### config.mk
export PLATFORM = sky130hd
export DESIGN_NAME = dir_home_ctrl
export DESIGN_NICKNAME = d
export VERILOG_FILES = /design/src/rtl/dir_pkg.sv /design/src/rtl/dir_store.sv /design/src/rtl/dir_policy.sv /design/src/rtl/ack_collector.sv /design/src/rtl/dir_home_ctrl.sv
export SDC_FILE = /design/constraint.sdc
export NUM_CORES = 1
export LEC_CHECK = 0
export BUFFER_PORTS_ARGS = -buffer_cell sky130_fd_sc_hd__buf_4
export CAP_MARGIN = 15
export CORE_MARGIN = 1.5
export CORE_UTILIZATION = 60
export CTS_CLUSTER_SIZE = 28
export DETAILED_ROUTE_END_ITERATION = 7
export PLACE_DENSITY = 0.78
export SLEW_MARGIN = 20
export SYNTH_ARGS = -nofsm -noshare
export SYNTH_HDL_FRONTEND = slang
export SYNTH_SLANG_ARGS = --single-unit
### constraint.sdc
create_clock -name clk -period 8.9 [get_ports clk]
set_clock_uncertainty 0.05 [all_clocks]
set_input_delay 0.445 -clock clk [delete_from_list [all_inputs] [get_ports clk]]
set_output_delay 0.445 -clock clk [all_outputs]
set_load 0.01 [all_outputs]
### src/rtl/dir_pkg.sv
package dir_pkg;

    typedef enum logic [1:0] {
        ST_U  = 2'b00,
        ST_S  = 2'b01,
        ST_EM = 2'b10
    } dir_state_e;

    typedef enum logic [1:0] {
        RSP_GRANT_SH   = 2'b00,
        RSP_GRANT_EX   = 2'b01,
        RSP_NACK       = 2'b10,
        RSP_EVICT_DONE = 2'b11
    } rsp_kind_e;

    localparam logic MSG_INV = 1'b0;
    localparam logic MSG_FWD = 1'b1;

    typedef enum logic {
        CS_IDLE    = 1'b0,
        CS_COLLECT = 1'b1
    } ctrl_state_e;

endpackage

### src/rtl/dir_store.sv
module dir_store
    import dir_pkg::*;
#(
    parameter int NODES  = 4,
    parameter int BLOCKS = 8
) (
    input  logic                      clk,
    input  logic                      rst_n,
    input  logic [$clog2(BLOCKS)-1:0] rd_blk,
    output dir_state_e                rd_state,
    output logic [NODES-1:0]          rd_pres,
    input  logic                      wr_en,
    input  logic [$clog2(BLOCKS)-1:0] wr_blk,
    input  dir_state_e                wr_state,
    input  logic [NODES-1:0]          wr_pres
);
    localparam int BW = $clog2(BLOCKS);

    dir_state_e       st_q [BLOCKS];
    logic [NODES-1:0] pr_q [BLOCKS];

    always_ff @(posedge clk or negedge rst_n) begin
        if (!rst_n) begin
            for (int i = 0; i < BLOCKS; i++) begin
                st_q[i] <= ST_U;
                pr_q[i] <= '0;
            end
        end else if (wr_en) begin
            for (int i = 0; i < BLOCKS; i++) begin
                if (wr_blk == BW'(i)) begin
                    st_q[i] <= wr_state;
                    pr_q[i] <= wr_pres;
                end
            end
        end
    end

    assign rd_state = st_q[rd_blk];
    assign rd_pres  = pr_q[rd_blk];

endmodule

### src/rtl/dir_policy.sv
module dir_policy
    import dir_pkg::*;
#(
    parameter int NODES = 4
) (
    input  dir_state_e                cur_state,
    input  logic [NODES-1:0]          cur_pres,
    input  logic [$clog2(NODES)-1:0]  req_node,
    input  logic [1:0]                req_op,
    output logic                      upd,
    output dir_state_e                new_state,
    output logic [NODES-1:0]          new_pres,
    output rsp_kind_e                 imm_kind,
    output logic                      need_msg,
    output logic                      msg_kind,
    output logic [NODES-1:0]          msg_mask,
    output dir_state_e                fin_state,
    output logic [NODES-1:0]          fin_pres,
    output rsp_kind_e                 fin_kind
);
    logic [NODES-1:0] req_bit;
    logic [NODES-1:0] others;
    logic             is_evict;
    logic             is_write;

    assign req_bit  = NODES'(1) << req_node;
    assign others   = cur_pres & ~req_bit;
    assign is_evict = req_op[1];
    assign is_write = (req_op == 2'b01);

    always_comb begin
        upd       = 1'b0;
        new_state = cur_state;
        new_pres  = cur_pres;
        imm_kind  = RSP_GRANT_EX;
        need_msg  = 1'b0;
        msg_kind  = MSG_INV;
        msg_mask  = '0;
        fin_state = ST_EM;
        fin_pres  = req_bit;
        fin_kind  = RSP_GRANT_EX;
        if (is_evict) begin
            imm_kind = RSP_EVICT_DONE;
            if ((cur_pres & req_bit) != '0) begin
                upd       = 1'b1;
                new_pres  = others;
                new_state = (others == '0) ? ST_U : cur_state;
            end
        end else begin
            unique case (cur_state)
                ST_U: begin
                    upd       = 1'b1;
                    new_state = ST_EM;
                    new_pres  = req_bit;
                    imm_kind  = RSP_GRANT_EX;
                end
                ST_S: begin
                    if (!is_write) begin
                        upd      = 1'b1;
                        new_pres = cur_pres | req_bit;
                        imm_kind = RSP_GRANT_SH;
                    end else if (others == '0) begin
                        upd       = 1'b1;
                        new_state = ST_EM;
                        new_pres  = req_bit;
                        imm_kind  = RSP_GRANT_EX;
                    end else begin
                        need_msg = 1'b1;
                        msg_kind = MSG_INV;
                        msg_mask = others;
                    end
                end
                ST_EM: begin
                    if (others == '0) begin
                        imm_kind = RSP_GRANT_EX;
                    end else if (!is_write) begin
                        need_msg  = 1'b1;
                        msg_kind  = MSG_FWD;
                        msg_mask  = others;
                        fin_state = ST_S;
                        fin_pres  = cur_pres | req_bit;
                        fin_kind  = RSP_GRANT_SH;
                    end else begin
                        need_msg = 1'b1;
                        msg_kind = MSG_INV;
                        msg_mask = others;
                    end
                end
                default: begin
                    upd       = 1'b1;
                    new_state = ST_EM;
                    new_pres  = req_bit;
                end
            endcase
        end
    end

endmodule

### src/rtl/ack_collector.sv
module ack_collector #(
    parameter int NODES = 4
) (
    input  logic                     clk,
    input  logic                     rst_n,
    input  logic                     load,
    input  logic [NODES-1:0]         load_mask,
    input  logic                     ack_valid,
    input  logic [$clog2(NODES)-1:0] ack_node,
    output logic                     done
);
    logic [NODES-1:0] pending_q;
    logic [NODES-1:0] ack_bit;
    logic             hit;

    assign ack_bit = NODES'(1) << ack_node;
    assign hit     = ack_valid && ((pending_q & ack_bit) != '0);
    assign done    = hit && ((pending_q & ~ack_bit) == '0);

    always_ff @(posedge clk or negedge rst_n) begin
        if (!rst_n) begin
            pending_q <= '0;
        end else if (load) begin
            pending_q <= load_mask;
        end else if (hit) begin
            pending_q <= pending_q & ~ack_bit;
        end
    end

endmodule

### src/rtl/dir_home_ctrl.sv
module dir_home_ctrl
    import dir_pkg::*;
#(
    parameter int NODES  = 4,
    parameter int BLOCKS = 8
) (
    input  logic                      clk,
    input  logic                      rst_n,
    input  logic                      req_valid,
    output logic                      req_ready,
    input  logic [$clog2(NODES)-1:0]  req_node,
    input  logic [$clog2(BLOCKS)-1:0] req_blk,
    input  logic [1:0]                req_op,
    input  logic                      ack_valid,
    input  logic [$clog2(NODES)-1:0]  ack_node,
    output logic                      msg_valid,
    output logic [$clog2(BLOCKS)-1:0] msg_blk,
    output logic [NODES-1:0]          msg_mask,
    output logic                      msg_kind,
    output logic                      rsp_valid,
    output logic [$clog2(NODES)-1:0]  rsp_node,
    output logic [$clog2(BLOCKS)-1:0] rsp_blk,
    output logic [1:0]                rsp_kind
);
    localparam int NW = $clog2(NODES);
    localparam int BW = $clog2(BLOCKS);

    ctrl_state_e      cs_q, cs_d;
    logic [BW-1:0]    busy_blk_q;
    logic [NW-1:0]    owner_req_q;
    dir_state_e       fin_state_q;
    logic [NODES-1:0] fin_pres_q;
    rsp_kind_e        fin_kind_q;

    dir_state_e       rd_state;
    logic [NODES-1:0] rd_pres;
    logic             upd;
    dir_state_e       new_state;
    logic [NODES-1:0] new_pres;
    rsp_kind_e        imm_kind;
    logic             need_msg;
    logic             p_msg_kind;
    logic [NODES-1:0] p_msg_mask;
    dir_state_e       p_fin_state;
    logic [NODES-1:0] p_fin_pres;
    rsp_kind_e        p_fin_kind;
    logic             done;

    logic             busy;
    logic             req_fire;
    logic             issue;
    logic             wr_en;
    logic [BW-1:0]    wr_blk;
    dir_state_e       wr_state;
    logic [NODES-1:0] wr_pres;

    assign busy      = (cs_q == CS_COLLECT);
    assign req_ready = !busy || ((req_blk == busy_blk_q) && !done);
    assign req_fire  = req_valid && req_ready;
    assign issue     = !busy && req_fire && need_msg;

    dir_store #(.NODES(NODES), .BLOCKS(BLOCKS)) u_store (
        .clk      (clk),
        .rst_n    (rst_n),
        .rd_blk   (req_blk),
        .rd_state (rd_state),
        .rd_pres  (rd_pres),
        .wr_en    (wr_en),
        .wr_blk   (wr_blk),
        .wr_state (wr_state),
        .wr_pres  (wr_pres)
    );

    dir_policy #(.NODES(NODES)) u_policy (
        .cur_state (rd_state),
        .cur_pres  (rd_pres),
        .req_node  (req_node),
        .req_op    (req_op),
        .upd       (upd),
        .new_state (new_state),
        .new_pres  (new_pres),
        .imm_kind  (imm_kind),
        .need_msg  (need_msg),
        .msg_kind  (p_msg_kind),
        .msg_mask  (p_msg_mask),
        .fin_state (p_fin_state),
        .fin_pres  (p_fin_pres),
        .fin_kind  (p_fin_kind)
    );

    ack_collector #(.NODES(NODES)) u_acks (
        .clk       (clk),
        .rst_n     (rst_n),
        .load      (issue),
        .load_mask (p_msg_mask),
        .ack_valid (ack_valid && busy),
        .ack_node  (ack_node),
        .done      (done)
    );

    // Directory write port: immediate update in idle, final update on completion.
    always_comb begin
        if (busy) begin
            wr_en    = done;
            wr_blk   = busy_blk_q;
            wr_state = fin_state_q;
            wr_pres  = fin_pres_q;
        end else begin
            wr_en    = req_fire && upd;
            wr_blk   = req_blk;
            wr_state = new_state;
            wr_pres  = new_pres;
        end
    end

    // Next-state logic.
    always_comb begin
        cs_d = cs_q;
        unique case (cs_q)
            CS_IDLE:    if (issue) cs_d = CS_COLLECT;
            CS_COLLECT: if (done)  cs_d = CS_IDLE;
            default:    cs_d = CS_IDLE;
        endcase
    end

    // State register and transaction context.
    always_ff @(posedge clk or negedge rst_n) begin
        if (!rst_n) begin
            cs_q        <= CS_IDLE;
            busy_blk_q  <= '0;
            owner_req_q <= '0;
            fin_state_q <= ST_U;
            fin_pres_q  <= '0;
            fin_kind_q  <= RSP_GRANT_EX;
        end else begin
            cs_q <= cs_d;
            if (issue) begin
                busy_blk_q  <= req_blk;
                owner_req_q <= req_node;
                fin_state_q <= p_fin_state;
                fin_pres_q  <= p_fin_pres;
                fin_kind_q  <= p_fin_kind;
            end
        end
    end

    // Registered outputs.
    always_ff @(posedge clk or negedge rst_n) begin
        if (!rst_n) begin
            msg_valid <= 1'b0;
            msg_blk   <= '0;
            msg_mask  <= '0;
            msg_kind  <= MSG_INV;
            rsp_valid <= 1'b0;
            rsp_node  <= '0;
            rsp_blk   <= '0;
            rsp_kind  <= 2'b00;
        end else begin
            msg_valid <= issue;
            rsp_valid <= 1'b0;
            if (issue) begin
                msg_blk  <= req_blk;
                msg_mask <= p_msg_mask;
                msg_kind <= p_msg_kind;
            end
            unique case (cs_q)
                CS_IDLE: begin
                    if (req_fire && !need_msg) begin
                        rsp_valid <= 1'b1;
                        rsp_node  <= req_node;
                        rsp_blk   <= req_blk;
                        rsp_kind  <= imm_kind;
                    end
                end
                CS_COLLECT: begin
                    if (done) begin
                        rsp_valid <= 1'b1;
                        rsp_node  <= owner_req_q;
                        rsp_blk   <= busy_blk_q;
                        rsp_kind  <= fin_kind_q;
                    end else if (req_fire) begin
                        rsp_valid <= 1'b1;
                        rsp_node  <= req_node;
                        rsp_blk   <= req_blk;
                        rsp_kind  <= RSP_NACK;
                    end
                end
                default: ;
            endcase
        end
    end

endmodule

---- Word-level counts from Yosys, hierarchy flattened ----
Cells that the tools add are included.
W data, S select, Z words.
cells by class
  order comparisons ....................... 1
  equality and inequality tests ........... 13
  shift-type cells ........................ 2
  mux-type cells .......................... 73
  bitwise logic cells ..................... 9
  reductions and logical operators ........ 28
operator list
  cell                   count
  $mux W4                16
  $mux W2                22
  $mux W1                19
  $reduce_and A2 Y1      9
  $and A4 B4 Y4          4
  $pmux W4 S2            2
  $bmux W4 S3            1
  $eq A3 B3 Y1 const B   4
  $mux W3                4
  $pmux W2 S2            3
  $logic_and A1 B1 Y1    9
  $logic_not A4 Y1       2
  $not A4 Y4             2
  $pmux W1 S2            4
  $reduce_bool A4 Y1     2
  $shl A1 B2 Y4 const A  2
  $bmux W2 S3            1
  $eq A3 B2 Y1 const B   2
  $pmux W3 S2            1
  $eq A2 B1 Y1 const B   2
  $ge A4 B4 Y1 const B   1
  $not A3 Y4             1
  $or A4 B4 Y4           1
  $eq A3 B1 Y1 const B   1
  other kinds (9)        11
word-level totals
  bits in registers ....................... 80
  bits of input ports ..................... 13
  output and inout port bits .............. 18
  logic and storage cells ................. 156

---- Logic depth before layout (Yosys ltp) ----
  word-level depth ........................ 14
  depth in mapped cells ................... 13
  mapped depth without buffers ............ 11

---- Hierarchy ----
Synthesis repeated with hierarchy kept, for this count alone.
unflattened totals
  cell total of the unflattened synthesis .. 366
  area total of the unflattened synthesis .. 4526.8 um^2
modules (own cells, without submodules)
  module         times used  cells an instance  area an instance (um^2)  seq. area each (um^2)
  dir_store      1           132                2264.7                   1201.2
  dir_home_ctrl  1           115                1383.8                   701.9
  dir_policy     1           92                 626.9                    0.0
  ack_collector  1           27                 251.5                    100.1

---- Worst setup path after synthesis ----
No wires, ideal clock.
  path type ............................... input port to flip-flop
  start point ............................. input port req_blk[0]
  end point ............................... register u_store.pr_q[12] (netlist name)
  setup time .............................. 125 ps
  data arrival time ....................... 3742 ps
  data required time ...................... 8725 ps
  setup slack ............................. 4983 ps
  stages on the path ...................... 10
  path buffers ............................ 3
  cell sequence ........................... buf_2 -> buf_2 -> mux4_2 -> mux2i_1 -> and4b_1 -> and3b_1 -> buf_2 -> a222oi_1 -> nand4_1 -> mux2_2
on the way
  cells in the longest elaborated chain, start to end .. 13
  elaborated cells between the ends (all ways) .. 34
  those cells by class .................... 4 x eq/ne; 19 x mux; 4 x bitwise; 7 x reduce/logical
RTL lines
  element                                      RTL line                          RTL
  from (decl)                                  dir_home_ctrl.sv:12               input logic [$clog2(BLOCKS)-1:0] req_blk,
  $not A3 Y4 (implied by the code)             dir_store.sv:38, dir_store.sv:39
  $bmux W4 S3                                  dir_store.sv:39                   assign rd_pres = pr_q[rd_blk];
  $mux W4 (implied by the code) (2 in series)  dir_store.sv:39
  $and A4 B4 Y4                                dir_policy.sv:27                  assign others = cur_pres & ~req_bit;
  $logic_not A4 Y1                             dir_policy.sv:62                  end else if (others == '0) begin
  $mux W1                                      dir_policy.sv:62
  $mux W1                                      dir_policy.sv:58                  if (!is_write) begin
  $pmux W1 S2                                  dir_policy.sv:50                  unique case (cur_state)
  $mux W1                                      dir_policy.sv:42                  if (is_evict) begin
  $logic_and A1 B1 Y1                          dir_home_ctrl.sv:109              wr_en = req_fire && upd;
  $mux W1                                      dir_home_ctrl.sv:103              if (busy) begin
  $reduce_and A2 Y1 (no line)                  -
  to (signal, indexed assignment)              dir_store.sv:32                   pr_q[i] <= wr_pres;
  to (decl)                                    dir_store.sv:20                   logic [NODES-1:0] pr_q [BLOCKS];
Parallel ways exist; a longest one is shown, timed or not. The select of a mux whose other input is x is not followed.
A chain may end at the register's enable or synchronous reset.

---- Worst setup path in the final report ----
  start point ............................. input port req_blk[0]
  end point ............................... register u_store.pr_q[4] (netlist name)
The elaborated chain is that of the path after synthesis.

==> results.sh <==
export IMPL_fp_dieH_um=85.00
export IMPL_slew_limit_headroom_pct=31.39
export IMPL_cts_root_buf="clkbuf_8"
export IMPL_worst_pin_slew_ps=1029
export IMPL_drc=2
export IMPL_gr_total_overflow=0
export IMPL_cp_end_kind="flop"
export IMPL_violations="design-rule violations"
export IMPL_io_pins=31
export IMPL_core_area_sq_um=6422
export IMPL_worstHoldPathType="in2async"
export IMPL_worst_setup_path_start_kind="primary input"
export IMPL_row_count=29
export IMPL_insertion_delay_ps=360
export IMPL_finalHoldViolations=0
export IMPL_critPathKind="in2reg"
export IMPL_dr_first_iter_drc_count=269
export IMPL_peakVddDrop_mv=0.1608
export IMPL_grt_pass1_vias=2910
export IMPL_max_freq_ghz=0.2413
export IMPL_power_total_w=0.001264
export IMPL_fillers=453
export IMPL_wl_per_cell_um=19.66
export IMPL_layout_drive_gt1_share_pct=32.80
export IMPL_yosys_warnings=0
export IMPL_synth_ff_type="dfrtp_1"
export IMPL_leakagePower_nw=2.119
export IMPL_yosysSeqAreaShare_pct=48.42
export IMPL_synthArstFlopShare_pct=100.0
export IMPL_grt_antenna_before_repair=0
export IMPL_firstDrtPassIters=8
export IMPL_min_period_over_period_pct=46.56
export IMPL_fin_nets=384
export IMPL_finalWorstPathRequiredPeriod_ps=4143
export IMPL_syn_num_nets=356
export IMPL_rsz0062_at_grt="false"
export IMPL_drt_antenna_violating_nets=0
export IMPL_io_buffers=30
export IMPL_yosysTopAreaCell="dfrtp_1"
export IMPL_cts_htree_levels=3
export IMPL_synth_area_sq_um=4034
export IMPL_worst_path_max_fanout=16
export IMPL_die_x_um=85.00
export IMPL_viasPerCell=6.601
export IMPL_hpwlAfterDp_um=6141
export IMPL_p_per_area_nw_per_um2=281.0
export IMPL_drv_slew=0
export IMPL_area_delta_synth_final_pct=11.54
export IMPL_holdBufCountCts=0
export IMPL_cts_tree="done"
export IMPL_cts_sink_count=78
export IMPL_finalSetupTns_ps=0
export IMPL_status="finished with violations"
export IMPL_ctsLongestPathBuffers=2
export IMPL_worstPathArrival_ps=4340
export IMPL_ctsResizeCount=0
export IMPL_syn_instance_count=340
export IMPL_grt_max_degree=79
export IMPL_via_count=2964
export IMPL_synth_cell_type_count=45
export IMPL_grt_first_pass_wirelength_um=14410
export IMPL_final_core_util_pct=70.06
export IMPL_synth_area_top_cells="dfrtp_1, mux2_2, mux4_2"
export IMPL_cp_required_ps=9090
export IMPL_grtUsageTotal_pct=26.24
export IMPL_synth_edf_count=0
export IMPL_post_cts_buffers=0
export IMPL_cts_buffers_inserted=9
export IMPL_routabilityCongestion=0.9710
export IMPL_netlist_area_leader_share_pct=47.77
export IMPL_maxCapViolations=0
export IMPL_num_antenna_cells=0
export IMPL_syn_avg_cell_area_sq_um=11.86
export IMPL_drt_wl_total_um=8828
export IMPL_clk_pin_slew_ps=80
export IMPL_start_util_pct=62.81
export IMPL_ys_ff_latch=78
export IMPL_setup_viol=0
export IMPL_die_area_sq_um=7224
## stage by stage
stage          hold slack [ps]  std cells  area (sq um)  setup WS, ps
5_1_grt                  279.0        449          4499          4479
3_5_place_dp             412.9        434          4310          4477
2_1_floorplan            99.41        340          4034          4983
3_3_place_gp             413.6        434          4310          4677
6_report                 179.5        449          4499          4757
4_1_cts                  221.2        449          4499          4808
## metal layers
metal / share of wire (%) / vias up / wire, um / GRT usage, %
met3: 5.6 / 25 / 492 / 5.545
met2: 50 / 111 / 4420 / 42.86
met4: 2.7 / 0 / 237 / 11.48
li1: - / 1331 / - / -
met1: 42 / 1497 / 3677 / 34.15
met5: 0 / - / 0 / 0
## placed cells by master, fill, tap and decap left out, types with 10 or more instances in the layout
master	n
dfrtp_1	77
mux2_2	59
buf_4	32
nand2_1	25
nor2_1	22
o21ai_0	16
a21oi_1	15
mux4_2	14
mux2i_1	12
inv_1	10
clkbuf_8	10
## logic make-up (layout without fill, tap and decap cells)
family / after synthesis / count (layout) / share of synthesized area, %
multiplexers: 85 / 85 / 27.26
AND/OR/NAND/NOR: 80 / 80 / 9.429
AO/OA/AOI/OAI: 65 / 65 / 10.79
XOR/XNOR: 3 / 3 / 0.6515
flip-flops: 78 / 78 / 48.42
adder cells (fa/ha/maj): 3 / 3 / 0.9306
buffers and inverters: 26 / 58 / 2.512
## flip-flops by register name, indices dropped and copies added (netlist names), 2 cells and up
name and count:
u_store.pr_q 32, rsp_node 2, owner_req_q 2, rsp_kind 2
rsp_blk 3, u_store.st_q 16, u_acks.pending_q 4, fin_pres_q 4
msg_mask 4, msg_blk 3
## path summary, 6_finish.rpt
path                                 start                  end  slack (ps)  cells after the start
setup / recovery                req_blk[0]      u_store.pr_q[4]        4760                      8
hold / removal                       rst_n          msg_mask[0]         180                      1
setup reg to reg           u_store.pr_q[8]      u_store.pr_q[4]        4800                      7
hold reg to reg              fin_kind_q[0]        fin_kind_q[0]         430                      2
max in group asynchronous            rst_n     u_store.pr_q[30]        7990                      1
min in group clk               ack_node[0]  u_acks.pending_q[2]         370                      3
## final cells by class
class	instances	area, sq um	area share, %
sequential	78	1953	43.41
clock buffer	11	141.4	3.142
timing repair buffer	32	240.2	5.339
multi-input combinational	236	1979	43.99
tap	77	96.34	2.141
clock inverter	4	47.55	1.057
inverter	11	41.29	0.9177
## synth_stat cells (2+ instances only)
master and n:
and2_1 4, nor2_1 22, nor3_1 7, o221ai_1 3, ha_1 3, o211ai_1 2, mux2i_1 12, inv_1 10
a21oi_1 15, o31ai_1 7, nand4_1 7, buf_2 3, a31oi_1 3, a32oi_1 2, o21ai_0 16, dfrtp_1 77
nor2b_1 7, nand3b_1 2, nand3_1 2, o311ai_0 2, mux4_2 14, a222oi_1 2, mux2_2 59, nand2_1 25
clkbuf_1 12, xor2_1 3
## worst max-delay path, cell delays in order
cell      delay, ps
buf_4           270
mux4_2          560
mux2i_1         550
and4b_1         290
and3b_1         280
a222oi_1        930
nand4_1         560
mux2_2          440
## report_power, final
part           switching, W  total [W]  leakage (nW)  internal [W]
sequential        0.0000832   0.000553          1.02      0.000470
combinational      0.000230   0.000450          1.00      0.000220
clock              0.000127   0.000262        0.0952      0.000135
total              0.000440    0.00126          2.12      0.000824
No activity file was read; power rests on OpenSTA's default activity.
